$ cat src/rtl/pg_pkg.sv
// Shared encodings for the page protection block.
// Assumes permission bit order {exec, write, read}.
package pg_pkg;
    typedef enum logic [1:0] {
        ACC_NONE  = 2'b00,
        ACC_READ  = 2'b01,
        ACC_WRITE = 2'b10,
        ACC_EXEC  = 2'b11
    } acc_e;

    typedef enum logic [3:0] {
        FLT_NONE     = 4'd0,
        FLT_MISS     = 4'd1,
        FLT_NA_MISS  = 4'd2,
        FLT_INST_PROT = 4'd3,
        FLT_DATA_PROT = 4'd4,
        FLT_DATA_AR  = 4'd5,
        FLT_DIRTY    = 4'd6,
        FLT_BREAK    = 4'd7,
        FLT_PAGE_REF = 4'd8
    } fault_e;

    localparam int PERM_R = 0;
    localparam int PERM_W = 1;
    localparam int PERM_X = 2;
endpackage

$ cat src/rtl/pg_rights.sv
// Combinational rights decoder: turns an entry's rights type and its two
// privilege bounds into a {x,w,r} mask for the current privilege level.
// Assumes lower privilege numbers are more privileged.
module pg_rights
    import pg_pkg::*;
#(
    parameter int PL_W = 2,
    parameter int TYPE_W = 3
) (
    input  logic [PL_W-1:0]   priv,
    input  logic [PL_W-1:0]   pl1,
    input  logic [PL_W-1:0]   pl2,
    input  logic [TYPE_W-1:0] rtype,
    output logic [2:0]        mask
);
    logic can_r, can_w, can_x;

    // Privilege tests against the entry bounds.
    always_comb begin
        can_r = (priv <= pl1);
        can_w = (priv <= pl2);
        can_x = (pl2 <= priv) && (priv <= pl1);
    end

    // Type encoding selects which tests contribute to the mask.
    always_comb begin
        mask = 3'b000;
        if (rtype[TYPE_W-1:2] != '0) begin
            mask[PERM_X] = can_x;
        end else begin
            mask[PERM_R] = can_r;
            mask[PERM_W] = rtype[0] & can_w;
            mask[PERM_X] = rtype[1] & can_x;
        end
    end
endmodule

$ cat src/rtl/pg_fault.sv
// Fault resolver for a valid hit: decides a protection fault, or applies the
// dirty, break and reference rules lowest priority first so the last
// matching rule wins, stripping permission bits as it goes.
module pg_fault
    import pg_pkg::*;
(
    input  acc_e        acc,
    input  logic [2:0]  base_mask,
    input  logic        bit_d,
    input  logic        bit_b,
    input  logic        bit_t,
    output logic [2:0]  out_mask,
    output fault_e      out_fault
);
    logic [2:0] want;
    logic       is_wr, is_ex;

    // Requested permission bit from the access type.
    always_comb begin
        is_wr = (acc == ACC_WRITE);
        is_ex = (acc == ACC_EXEC);
        unique case (acc)
            ACC_READ:  want = 3'b001;
            ACC_WRITE: want = 3'b010;
            ACC_EXEC:  want = 3'b100;
            default:   want = 3'b000;
        endcase
    end

    // Protection check, then the ordered bit rules.
    always_comb begin
        out_mask  = base_mask;
        out_fault = FLT_NONE;
        if (acc == ACC_NONE) begin
            out_fault = FLT_NONE;
        end else if ((base_mask & want) == 3'b000) begin
            if (is_ex)                  out_fault = FLT_INST_PROT;
            else if (base_mask[PERM_R]) out_fault = FLT_DATA_PROT;
            else                        out_fault = FLT_DATA_AR;
        end else begin
            if (!bit_d) begin
                if (is_wr) out_fault = FLT_DIRTY;
                out_mask[PERM_W] = 1'b0;
            end
            if (bit_b) begin
                if (is_wr) out_fault = FLT_BREAK;
                out_mask[PERM_W] = 1'b0;
            end
            if (bit_t) begin
                if (!is_ex) out_fault = FLT_PAGE_REF;
                out_mask = out_mask & 3'b100;
            end
        end
    end
endmodule

$ cat src/rtl/pg_capture.sv
// Fault address capture: on a faulting request with capture enabled, stores
// the offset and space halves of the virtual address; otherwise holds.
module pg_capture #(
    parameter int VA_W = 64,
    parameter int OFF_W = 32
) (
    input  logic                  clk,
    input  logic                  rst_n,
    input  logic                  load,
    input  logic [VA_W-1:0]       addr,
    output logic [OFF_W-1:0]      off_q,
    output logic [VA_W-OFF_W-1:0] spc_q
);
    // Load both halves together on a qualifying fault.
    always_ff @(posedge clk) begin
        if (!rst_n) begin
            off_q <= '0;
            spc_q <= '0;
        end else if (load) begin
            off_q <= addr[OFF_W-1:0];
            spc_q <= addr[VA_W-1:OFF_W];
        end
    end

    assert_capture_load_R10: assert property (@(posedge clk) disable iff (!rst_n)
        $past(load) |-> off_q == $past(addr[OFF_W-1:0]) && spc_q == $past(addr[VA_W-1:OFF_W]));
    assert_capture_hold_R10: assert property (@(posedge clk) disable iff (!rst_n)
        !$past(load) && $past(rst_n) |-> $stable(off_q) && $stable(spc_q));
endmodule

$ cat src/rtl/page_guard.sv
// Top: per-request permission and fault evaluation behind a TLB lookup.
// Assumes the lookup result is presented together with the request and that
// PA_W does not exceed VA_W. All results are registered once.
module page_guard
    import pg_pkg::*;
#(
    parameter int VA_W = 64,
    parameter int PPN_W = 20,
    parameter int PAGE_BITS = 12,
    parameter int OFF_W = 32,
    localparam int PA_W = PPN_W + PAGE_BITS,
    localparam int SPC_W = VA_W - OFF_W
) (
    input  logic              clk,
    input  logic              rst_n,
    input  logic              req_valid,
    input  logic              phys_mode,
    input  logic              probe_mode,
    input  logic              capture_en,
    input  logic [1:0]        acc_type,
    input  logic [1:0]        priv,
    input  logic [VA_W-1:0]   vaddr,
    input  logic              hit,
    input  logic              ent_valid,
    input  logic [PPN_W-1:0]  ent_ppn,
    input  logic [1:0]        ent_pl1,
    input  logic [1:0]        ent_pl2,
    input  logic [2:0]        ent_type,
    input  logic              ent_d,
    input  logic              ent_b,
    input  logic              ent_t,
    output logic              rsp_valid,
    output logic [PA_W-1:0]   pa,
    output logic [2:0]        perm,
    output logic [3:0]        fault,
    output logic [OFF_W-1:0]  ior,
    output logic [SPC_W-1:0]  isr
);
    logic [2:0]      rights_mask, hit_mask, nxt_perm;
    fault_e          hit_fault, nxt_fault;
    logic [PA_W-1:0] nxt_pa;

    pg_rights #(.PL_W(2), .TYPE_W(3)) u_rights (
        .priv  (priv),
        .pl1   (ent_pl1),
        .pl2   (ent_pl2),
        .rtype (ent_type),
        .mask  (rights_mask)
    );

    pg_fault u_fault (
        .acc       (acc_e'(acc_type)),
        .base_mask (rights_mask),
        .bit_d     (ent_d),
        .bit_b     (ent_b),
        .bit_t     (ent_t),
        .out_mask  (hit_mask),
        .out_fault (hit_fault)
    );

    // Select between physical, miss and hit results.
    always_comb begin
        if (phys_mode) begin
            nxt_pa    = vaddr[PA_W-1:0];
            nxt_perm  = 3'b111;
            nxt_fault = FLT_NONE;
        end else if (!hit || !ent_valid) begin
            nxt_pa    = '0;
            nxt_perm  = 3'b000;
            nxt_fault = probe_mode ? FLT_NA_MISS : FLT_MISS;
        end else begin
            nxt_pa    = {ent_ppn, vaddr[PAGE_BITS-1:0]};
            nxt_perm  = hit_mask;
            nxt_fault = hit_fault;
        end
    end

    // Output register stage.
    always_ff @(posedge clk) begin
        if (!rst_n) begin
            rsp_valid <= 1'b0;
            pa        <= '0;
            perm      <= '0;
            fault     <= '0;
        end else begin
            rsp_valid <= req_valid;
            if (req_valid) begin
                pa    <= nxt_pa;
                perm  <= nxt_perm;
                fault <= nxt_fault;
            end
        end
    end

    pg_capture #(.VA_W(VA_W), .OFF_W(OFF_W)) u_capture (
        .clk   (clk),
        .rst_n (rst_n),
        .load  (req_valid && capture_en && (nxt_fault != FLT_NONE)),
        .addr  (vaddr),
        .off_q (ior),
        .spc_q (isr)
    );

    assert_phys_clean_R1: assert property (@(posedge clk) disable iff (!rst_n)
        rsp_valid && $past(phys_mode) |-> fault == 4'd0 && perm == 3'b111);
    assert_miss_zero_R2: assert property (@(posedge clk) disable iff (!rst_n)
        rsp_valid && (fault == 4'd1 || fault == 4'd2) |-> pa == '0 && perm == 3'b000);
    assert_ref_exec_only_R9: assert property (@(posedge clk) disable iff (!rst_n)
        rsp_valid && fault == 4'd8 |-> perm[1:0] == 2'b00);
    assert_write_stripped_R9: assert property (@(posedge clk) disable iff (!rst_n)
        rsp_valid && (fault == 4'd6 || fault == 4'd7) |-> !perm[1]);
    assert_latency_R12: assert property (@(posedge clk) disable iff (!rst_n)
        $past(rst_n) |-> rsp_valid == $past(req_valid));
endmodule

$ cat config.mk
export PLATFORM = sky130hd
export DESIGN_NAME = page_guard
export DESIGN_NICKNAME = d
export VERILOG_FILES = /design/src/rtl/pg_pkg.sv /design/src/rtl/pg_rights.sv /design/src/rtl/pg_fault.sv /design/src/rtl/pg_capture.sv /design/src/rtl/page_guard.sv
export SDC_FILE = /design/constraint.sdc
export NUM_CORES = 1
export LEC_CHECK = 0
export BUFFER_PORTS_ARGS = -buffer_cell sky130_fd_sc_hd__buf_2
export CORE_ASPECT_RATIO = 0.9
export CORE_UTILIZATION = 47
export DETAILED_ROUTE_END_ITERATION = 10
export GPL_ROUTABILITY_DRIVEN = 0
export HOLD_SLACK_MARGIN = 0.03
export MAX_ROUTING_LAYER = met4
export PLACE_DENSITY = 0.91
export SYNTH_ARGS = -nofsm -noshare
export SYNTH_HDL_FRONTEND = slang
export SYNTH_HIERARCHICAL = 1
export SYNTH_SLANG_ARGS = --single-unit
$ cat constraint.sdc
create_clock -name clk -period 2.8 [get_ports clk]
set_input_delay 0.28 -clock clk [delete_from_list [all_inputs] [get_ports clk]]
set_output_delay 0.28 -clock clk [all_outputs]
set_load 0.1 [all_outputs]
==> results by group, run 1 <==
Clocking
  – Postcts setup bufs: 0
  – Clock Sinks: 104
  – CTS clk-pin slew, worst paths: 0.11 ns
  – CTS tree: built
  – CTS Root Cell: clkbuf_8
  – CTS Buf Count: 9
  – H-tree depth: 3
  – Post-cts resize count: 0
  – Hold_buf cts: 0
  – Clock Latency Late Sink: 0.36 ns
  – Clock Tree Buf Depth: 2

Timing
  – Relative slew slack: 0.528
  – Tmin final: 2.52 ns
  – Fin. Hold Viols: 0
  – Hold_ws: 0.172 ns
  – Worst Tran Pin Value: 0.708 ns
  – Final setup viols: 0
  – Fmax: 397 MHz
  – Final Skew: 0 ns
  – Final period utilization: 0.899
  – RSZ-0062 raised after global routing: no
  – Pins Over Slew Limit: 0

Global route
  – Antenna violations before repair: 1
  – First-pass GRT wire length: 17800 µm
  – Remaining Overflow, GRT: 0
  – Gr usage total: 0.232
  – Largest net degree at the start of global routing: 77
  – Vias in the first global route: 3718

Worst setup path
  – Critical path type: primary input to register
  – Required @ worst endpoint: 3.06 ns
  – Endpoint type of the worst setup path: register
  – CP max FO: 43
  – CP Launch Type: primary input
  – Crit path DAT: 2.78 ns

Final layout
  – Area Overhead vs Synth: 28.7%
  – Share of cells above drive strength 1: 0.389
  – Fillers: 773
  – Area of the multi-input gates: 2140 µm²
  – Final net count: 740
  – Total area of sequential cells: 2080 µm²
  – Final cell count without fillers: 758

Status
  – Status: completed

Synthesis
  – Synth Warn #: 6
  – Syn Nets: 544
  – Post-synthesis sequential area ratio: 0.466
  – Syn Area/Cell: 10.3 µm²
  – Cell area after synthesis: 4470 µm²
  – #FFs+latches synth: 104
  – Distinct cells, synth: 42
  – Gate Count Post-Synth: 434

Drt
  – DR vias: 3883
  – DRT Pass-1 Iters: 4
  – Remaining DRCs: 0
  – DR WL/cell: 15.3 µm
  – Final ANT Viol Nets: 0
  – Via/cell ratio: 5.12
  – 1st-iter DRT viols: 183
  – Drt total wl: 11600 µm

Place
  – PortBufs: 209
  – Final HPWL DP: 8360 µm
  – Placed Instances: 741

Hold path
  – HP Class: primary input to register

Floorplanning
  – Die area: 9910 µm²
  – # IOs: 210
  – Die W: 105 µm
  – Initial core utilization: 0.488
  – Core box area: 9170 µm²
  – Die height: 94.5 µm
  – FP Rows: 33

Job
  – Maxcap violations: 0

Power and ir drop
  – PwrDens: 601 nW/µm²
  – VDD IR max: 0.372 mV
  – Lkg Pwr: 2.56 nW
-- flip-flops by register name, indices dropped and copies added (netlist names) --
register         flops
perm                 3
u_capture/spc_q     32
u_capture/off_q     32
rsp_valid            1
fault                4
pa                  32
-- synthesized netlist by cell type --
master / n / area, µm²
a21boi_0: 17 / 128
a21boi_1: 2 / 15.0
a21boi_2: 1 / 11.3
a21o_2: 1 / 8.76
a21oi_1: 22 / 110
a22oi_1: 17 / 128
a22oi_2: 3 / 37.5
a2bb2oi_1: 1 / 8.76
a2bb2oi_2: 1 / 15.0
a31oi_1: 2 / 12.5
and2_1: 1 / 6.26
and2b_1: 1 / 7.51
and2b_4: 1 / 10.0
and3b_2: 1 / 10.0
buf_2: 6 / 30.0
buf_4: 2 / 15.0
buf_6: 5 / 56.3
buf_8: 6 / 90.1
clkbuf_1: 13 / 48.8
clkbuf_2: 1 / 5.00
dfxtp_1: 104 / 2080
ha_1: 4 / 50.1
inv_1: 6 / 22.5
mux2i_1: 65 / 651
nand2_1: 5 / 18.8
nand2b_1: 21 / 131
nand3_1: 14 / 70.1
nand3b_1: 2 / 15.0
nor2_1: 2 / 7.51
nor2b_1: 68 / 425
nor2b_4: 1 / 13.8
nor3_2: 1 / 10.0
nor3b_1: 1 / 7.51
nor4_1: 1 / 6.26
nor4b_1: 1 / 8.76
nor4bb_1: 1 / 10.0
o211ai_1: 3 / 22.5
o21a_1: 3 / 22.5
o21ai_0: 22 / 110
o21ai_1: 2 / 10.0
o21ai_2: 2 / 17.5
o22ai_1: 1 / 6.26
-- worst max-delay path, stage by stage --
cell       delay, ns
buf_2           0.11
ha_1            0.30
nor2b_4         0.13
a2bb2oi_2       0.14
nor3_2          0.19
and2b_4         0.22
o21ai_1         0.15
o21ai_2         0.09
nor4_1          0.45
a31oi_4         0.18
buf_12          0.24
mux2i_1         0.21
nor2b_1         0.07
-- power by group --
part           internal, W  switching [W]
sequential         0.00154      0.0000310
clock             0.000433       0.000549
combinational     0.000228       0.000675
-- metal layers --
metal	wire [µm]	global-route usage
met5	0	-
met3	677	0.0559
met1	4820	0.258
met4	149	0.0739
met2	5930	0.413
-- cell families (layout without fill, tap and decap cells) --
kind of cell,count (synthesis),count (layout),synth area share
simple gates,122,122,0.170
flops,104,104,0.466
compound gates,100,100,0.148
mux,65,65,0.145
buf+inv,39,240,0.0599
fa+ha+maj,4,4,0.0112
other cells,0,1,0
-- through the flow --
stage | area [µm²] | setup slack, ns | power, W | util | setup TNS [ns]
after floorplan | 4470 | 0.312 | 0.00231 | - | 0
after global placement | 5550 | 0.00402 | 0.00249 | 0.605 | 0
after detailed placement | 5550 | -0.0851 | 0.00251 | 0.605 | -1.87
after CTS | 5750 | 0.303 | 0.00349 | 0.628 | 0
after global routing | 5760 | 0.178 | 0.00359 | 0.628 | 0
final | 5760 | 0.283 | 0.00346 | 0.628 | 0
-- final timing paths --
check / start / end / slack [ns] / cells past startpoint
setup / recovery: priv[1] / u_capture/spc_q[21] / 0.28 / 13
setup reg to reg: pa[13] / pa[13] / 2.06 / 2
hold reg to reg: fault[0] / fault[0] / 0.49 / 2
hold / removal: vaddr[56] / u_capture/spc_q[24] / 0.17 / 3
-- placed cells by master (no fill, tap or decap), drive strengths merged, types with 3 or more instances in the layout --
cell type and instances:
a21oi 22, nand2 5, mux2i 65, a21boi 20, clkbuf 9, o21a 3
ha 4, nand3 14, buf 218, o211ai 3, inv 10, nor2b 69
dfxtp 104, o21ai 26, nand2b 21, a22oi 20
-- cell type report --
class                           instances  share of cell area
Multi-Input combinational cell        291               0.371
Sequential cell                       104               0.362
Timing Repair Buffer                  218               0.200
Tap cell                              122              0.0265
Clock buffer                            9              0.0215
Clock inverter                          7              0.0146
Inverter                                6             0.00391
Antenna cell                            1            0.000435
No activity file was read; power rests on OpenSTA's default activity.
==> run 2, diff against run 1 <==
==> constraint.sdc (replaced) <==
create_clock -name clk -period 2.8 [get_ports clk]
set_input_delay 0.42 -clock clk [delete_from_list [all_inputs] [get_ports clk]]
set_output_delay 0.42 -clock clk [all_outputs]
set_load 0.01 [all_outputs]
==> run 2 against run 1 <==
  * Worst hold slack better by 0.15 ns
  * Global-route usage grew 0.69 points
  * Register-to-register slack better by 0.05 ns
  * Clock power is 1% lower
  * Flip-flop and latch count unchanged
==> results by group, run 2 (synthesized netlist as in run 1, its figures left out) <==
Clocking
  – Postcts setup bufs: 0
  – Clock Sinks: 104
  – CTS tree: built
  – Clock Tree Buf Depth: 2
  – Hold_buf cts: 0
  – Clock Latency Late Sink: 0.35 ns
  – CTS clk-pin slew, worst paths: 0.11 ns
  – Post-cts resize count: 0
  – H-tree depth: 3
  – CTS Buf Count: 9
  – CTS Root Cell: clkbuf_8

Drt
  – 1st-iter DRT viols: 118
  – Drt total wl: 11800 µm
  – Via/cell ratio: 5.08
  – Remaining DRCs: 0
  – DRT Pass-1 Iters: 4
  – DR WL/cell: 15.4 µm
  – Final ANT Viol Nets: 0
  – DR vias: 3883

Power and ir drop
  – Reg power frac: 0.520
  – PwrDens: 520 nW/µm²
  – Lkg Pwr: 2.60 nW
  – Int Pwr: 0.00222 W
  – Pwr Total: 0.00303 W
  – Psw: 0.000813 W
  – Switching Share: 0.268
  – VDD IR max: 0.247 mV
  – Clk pwr share: 0.320
  – Combinational share of power: 0.160

Worst setup path
  – Crit path DAT: 2.94 ns
  – Setup crit end: u_capture/off_q[23]
  – Required @ worst endpoint: 3.05 ns
  – Endpoint type of the worst setup path: register
  – CP Launch Type: primary input
  – Critical path type: primary input to register
  – Reg-to-Reg End: pa[27]
  – CP max FO: 21
  – Critical path, cell by cell: buf_2 -> ha_1 -> nor2b_4 -> a2bb2oi_2 -> nor3_2 -> and2b_4 -> o21ai_1 -> o21ai_2 -> nor4_1 -> buf_4 -> a31oi_4 -> clkbuf_16 -> mux2i_1 -> nor2b_1
  – RR Startpoint: pa[27]
  – R2r worst-path depth: 2
  – Slowest cell on crit path: nor4_1
  – CP Buf/Inv Count: 3
  – Crit path depth: 14
  – Reg-to-reg slack, setup: 2.11 ns
  – Critical path origin: priv[1]
  – Family with the most delay on the worst path: simple AND/OR/NAND/NOR gates
  – Slowest stage delay, CP: 0.33 ns

Final layout
  – Final cell count without fillers: 765
  – Commonest non-fill, non-tap cell in the layout: buf_2
  – Ant. Diodes: 0
  – Final Util: 0.636
  – Commonest cells after routing, fill and taps aside: buf_2, dfxtp_1, nor2b_1, mux2i_1
  – Share of cells above drive strength 1: 0.397
  – Top Registers: pa: 32 flops, u_capture/off_q: 32 flops, u_capture/spc_q: 32 flops
  – Area Overhead vs Synth: 30.4%
  – Final net count: 748

Place
  – Placement Setup Slack: -0.255 ns
  – PortBufs: 209
  – Final HPWL DP: 8580 µm
  – Placed Instances: 748

Timing
  – Post-layout worst setup margin: 0.116 ns
  – Relative slew slack: 0.534
  – Pins Over Slew Limit: 0
  – RSZ-0062 raised after global routing: no
  – Final setup viols: 0
  – Fin. Hold Viols: 0
  – Fmax: 373 MHz
  – Worst Tran Pin Value: 0.699 ns
  – Final Skew: 0 ns
  – Final period utilization: 0.958
  – Tmin final: 2.68 ns

Floorplanning
  – Die area: 9910 µm²
  – Die height: 94.5 µm
  – # IOs: 210
  – FP Rows: 33
  – Core box area: 9170 µm²
  – Initial core utilization: 0.488
  – Die W: 105 µm

Global route
  – Gr usage total: 0.239
  – Remaining Overflow, GRT: 0
  – First-pass GRT wire length: 18400 µm
  – Vias in the first global route: 3804
  – Largest net degree at the start of global routing: 77
  – Antenna violations before repair: 0

Status
  – Status: completed

Job
  – Maxcap violations: 0

Hold path
  – HP Class: primary input to register
run 2: cell types whose count changed in the layout (fill, tap and decap cells not counted), sizes merged:
cell / previous run / this run
buf: 218 / 225
diode: 1 / 0
clkbuf: 9 / 10
run 2: layer usage:
| metal | wire length (µm) | track usage |
|---|---|---|
| met5 | 0 | - |
| met4 | 95 | 0.0728 |
| met3 | 611 | 0.0504 |
| met2 | 6070 | 0.426 |
| met1 | 5000 | 0.271 |
run 2: power groups by stage:
stage               registers (W)  logic [W]  clock network, W
CTS                       0.00157   0.000483           0.00101
floorplan                 0.00164   0.000241                 0
detailed placement        0.00161   0.000482                 0
global placement          0.00160   0.000463                 0
global route              0.00158   0.000530           0.00107
finish                    0.00157   0.000486          0.000969
run 2: worst min path at each step:
stage / start / slack, ns / cells past startpoint / end
after floorplan: fault[0] / 0.48 / 2 / fault[0]
after global placement: fault[0] / 0.44 / 2 / fault[0]
after detailed placement: fault[1] / 0.45 / 2 / fault[1]
after CTS: vaddr[63] / 0.30 / 3 / u_capture/spc_q[31]
after global routing: vaddr[55] / 0.31 / 3 / u_capture/spc_q[23]
final: vaddr[46] / 0.32 / 3 / u_capture/spc_q[14]
run 2: area by class of cell:
class	count	area (µm²)
clock buffer	9	124
timing repair buffer	226	1230
tap	122	153
clock inverter	7	83.8
multi-input combinational	291	2140
sequential	104	2080
inverter	6	22.5
fill	794	3340
run 2: through the flow:
step	instance area, µm²	TNS, ns	hold slack [ns]
floorplan	4470	0	0.484
global placement	5600	-2.97	0.443
detailed placement	5600	-11.51	0.455
CTS	5810	0	0.301
global route	5830	0	0.306
finish	5830	0	0.321
run 2: tightest hold or removal path: stages:
cell and delay [ns]:
buf_2 0.07, mux2i_1 0.06, nor2b_1 0.10
==> run 3, diff against run 2 <==
--- a/config.mk
+++ b/config.mk
@@ -7,12 +7,12 @@
 export LEC_CHECK = 0
 export BUFFER_PORTS_ARGS = -buffer_cell sky130_fd_sc_hd__buf_2
 export CORE_ASPECT_RATIO = 0.9
-export CORE_UTILIZATION = 47
+export CORE_UTILIZATION = 45
 export DETAILED_ROUTE_END_ITERATION = 10
 export GPL_ROUTABILITY_DRIVEN = 0
 export HOLD_SLACK_MARGIN = 0.03
 export MAX_ROUTING_LAYER = met4
-export PLACE_DENSITY = 0.91
+export PLACE_DENSITY = 0.88
 export SYNTH_ARGS = -nofsm -noshare
 export SYNTH_HDL_FRONTEND = slang
 export SYNTH_HIERARCHICAL = 1
==> run 3 against run 2 <==
  * Maximum frequency increased by 1.3%
  * Largest power group unchanged
  * Critical endpoint is now u_capture/spc_q[3]
  * Clock power is 8.4% lower
  * Via count about the same
==> results by group, run 3 (synthesized netlist as in run 1, its figures left out) <==
Timing
  – Worst Tran Pin Value: 0.655 ns
  – Tmin final: 2.65 ns
  – Final Skew: 0 ns
  – Final TNS setup: 0 ns
  – Relative slew slack: 0.564
  – Final setup viols: 0
  – RSZ-0062 raised after global routing: no
  – Pins Over Slew Limit: 0
  – Final period utilization: 0.946
  – Fin. Hold Viols: 0
  – Fmax: 377 MHz

Clocking
  – H-tree depth: 3
  – CTS tree: built
  – Clock Tree Buf Depth: 2
  – Clock Sinks: 104
  – CTS Buf Count: 9
  – Postcts setup bufs: 0
  – CTS Root Cell: clkbuf_8
  – CTS clk-pin slew, worst paths: 0.10 ns
  – Clock Latency Late Sink: 0.35 ns

Worst setup path
  – CP most frequent cell: buf_4
  – R2r worst-path depth: 2
  – CP Launch Type: primary input
  – Endpoint type of the worst setup path: register
  – Critical path, cell by cell: buf_2 -> ha_1 -> nand2b_1 -> a21oi_1 -> nor3b_1 -> buf_4 -> nor4bb_1 -> o21ai_1 -> o21ai_2 -> nor4_1 -> buf_4 -> a31oi_4 -> buf_12 -> mux2i_1 -> nor2b_1
  – Slowest stage delay, CP: 0.29 ns
  – Crit path depth: 15
  – Crit path DAT: 2.90 ns
  – CP Buf/Inv Count: 4
  – Slowest cell on crit path: ha_1
  – Required @ worst endpoint: 3.05 ns
  – Critical path type: primary input to register
  – Family with the most delay on the worst path: buffers and inverters
  – CP max FO: 36

Drt
  – Via/cell ratio: 5.07
  – Final ANT Viol Nets: 0
  – DRT Pass-1 Iters: 5
  – 1st-iter DRT viols: 157
  – DR WL/cell: 14.8 µm
  – Remaining DRCs: 0
  – DR vias: 3885
  – Drt total wl: 11400 µm

Final layout
  – Commonest non-fill, non-tap cell in the layout: buf_2
  – Fillers: 830
  – Final net count: 746
  – Top Registers: pa: 32 flops, u_capture/off_q: 32 flops, u_capture/spc_q: 32 flops
  – Ant. Diodes: 0
  – Final non-filler cell area: 5780 µm²
  – Commonest cells after routing, fill and taps aside: buf_2, dfxtp_1, nor2b_1, mux2i_1
  – Area Overhead vs Synth: 29.2%
  – Share of cells above drive strength 1: 0.396

Floorplanning
  – Die height: 96.6 µm
  – Initial core utilization: 0.463
  – FP Rows: 34
  – Core box area: 9660 µm²
  – Die W: 107 µm
  – Die area: 10300 µm²
  – # IOs: 210

Power and ir drop
  – VDD IR max: 0.220 mV
  – Pwr Total: 0.00294 W
  – PwrDens: 509 nW/µm²
  – Lkg Pwr: 2.57 nW

Job
  – Maxcap violations: 0

Global route
  – Gr usage total: 0.218
  – First-pass GRT wire length: 17300 µm
  – Remaining Overflow, GRT: 0
  – Largest net degree at the start of global routing: 77
  – Antenna violations before repair: 0
  – Vias in the first global route: 3698

Status
  – Status: completed

Hold path
  – HP Class: primary input to register
  – Hold path cells: 3

Place
  – Final HPWL DP: 8230 µm
  – Cell Area, Placed: 5580 µm²
  – PortBufs: 209
-- run 3: through the flow --
step	hold slack [ns]	setup WS, ns	util	std cells
final	0.313	0.151	0.598	767
after global routing	0.291	0.0443	0.598	767
after CTS	0.296	0.128	0.598	767
after detailed placement	0.455	-0.244	0.578	751
after global placement	0.439	-0.0288	0.578	751
after floorplan	0.484	0.183	-	434
-- run 3: power by group --
part | total, W | internal, W | switching [W] | leakage (nW)
registers | 0.00157 | 0.00154 | 0.0000313 | 0.849
clock network | 0.000888 | 0.000359 | 0.000529 | 0.0948
logic | 0.000477 | 0.000236 | 0.000241 | 1.62
total | 0.00294 | 0.00214 | 0.000801 | 2.57
-- run 3: repair_timing --
| item | in CTS | in global routing |
|---|---|---|
| hold endpoints to repair | 0 | 0 |
| endpoints found under the setup margin | 0 | 1 |
| hold buffers | 0 | 0 |
| gates resized for setup | 0 | 1 |
-- run 3: tightest hold or removal path, delay by kind of cell --
family	cells	cell delay, ns
buffers and inverters	1	0.07
AND/OR/NAND/NOR	1	0.09
multiplexers	1	0.05
-- run 3: area by class of cell --
type	count	area [µm²]	share of cell area
multi-input cells	291	2140	0.371
clock buffers	10	138	0.0238
well taps	126	158	0.0273
repair buffers	224	1180	0.205
flip-flops and latches	104	2080	0.360
inverters	6	22.5	0.00390
clock inverters	6	50.0	0.00866
-- run 3: per-layer routing --
layer  track usage  wire length [µm]
met1         0.233              4730
met2         0.398              5690
met3        0.0577               824
met4        0.0651               112
met5             -                 0
-- run 3: path summary, 6_finish.rpt --
kind / startpoint / to / slack [ns]
worst max-delay path: priv[0] / u_capture/spc_q[3] / 0.15
worst min-delay path: vaddr[53] / u_capture/spc_q[21] / 0.31
worst max register to register: pa[14] / pa[14] / 2.08
worst min register to register: fault[0] / fault[0] / 0.49
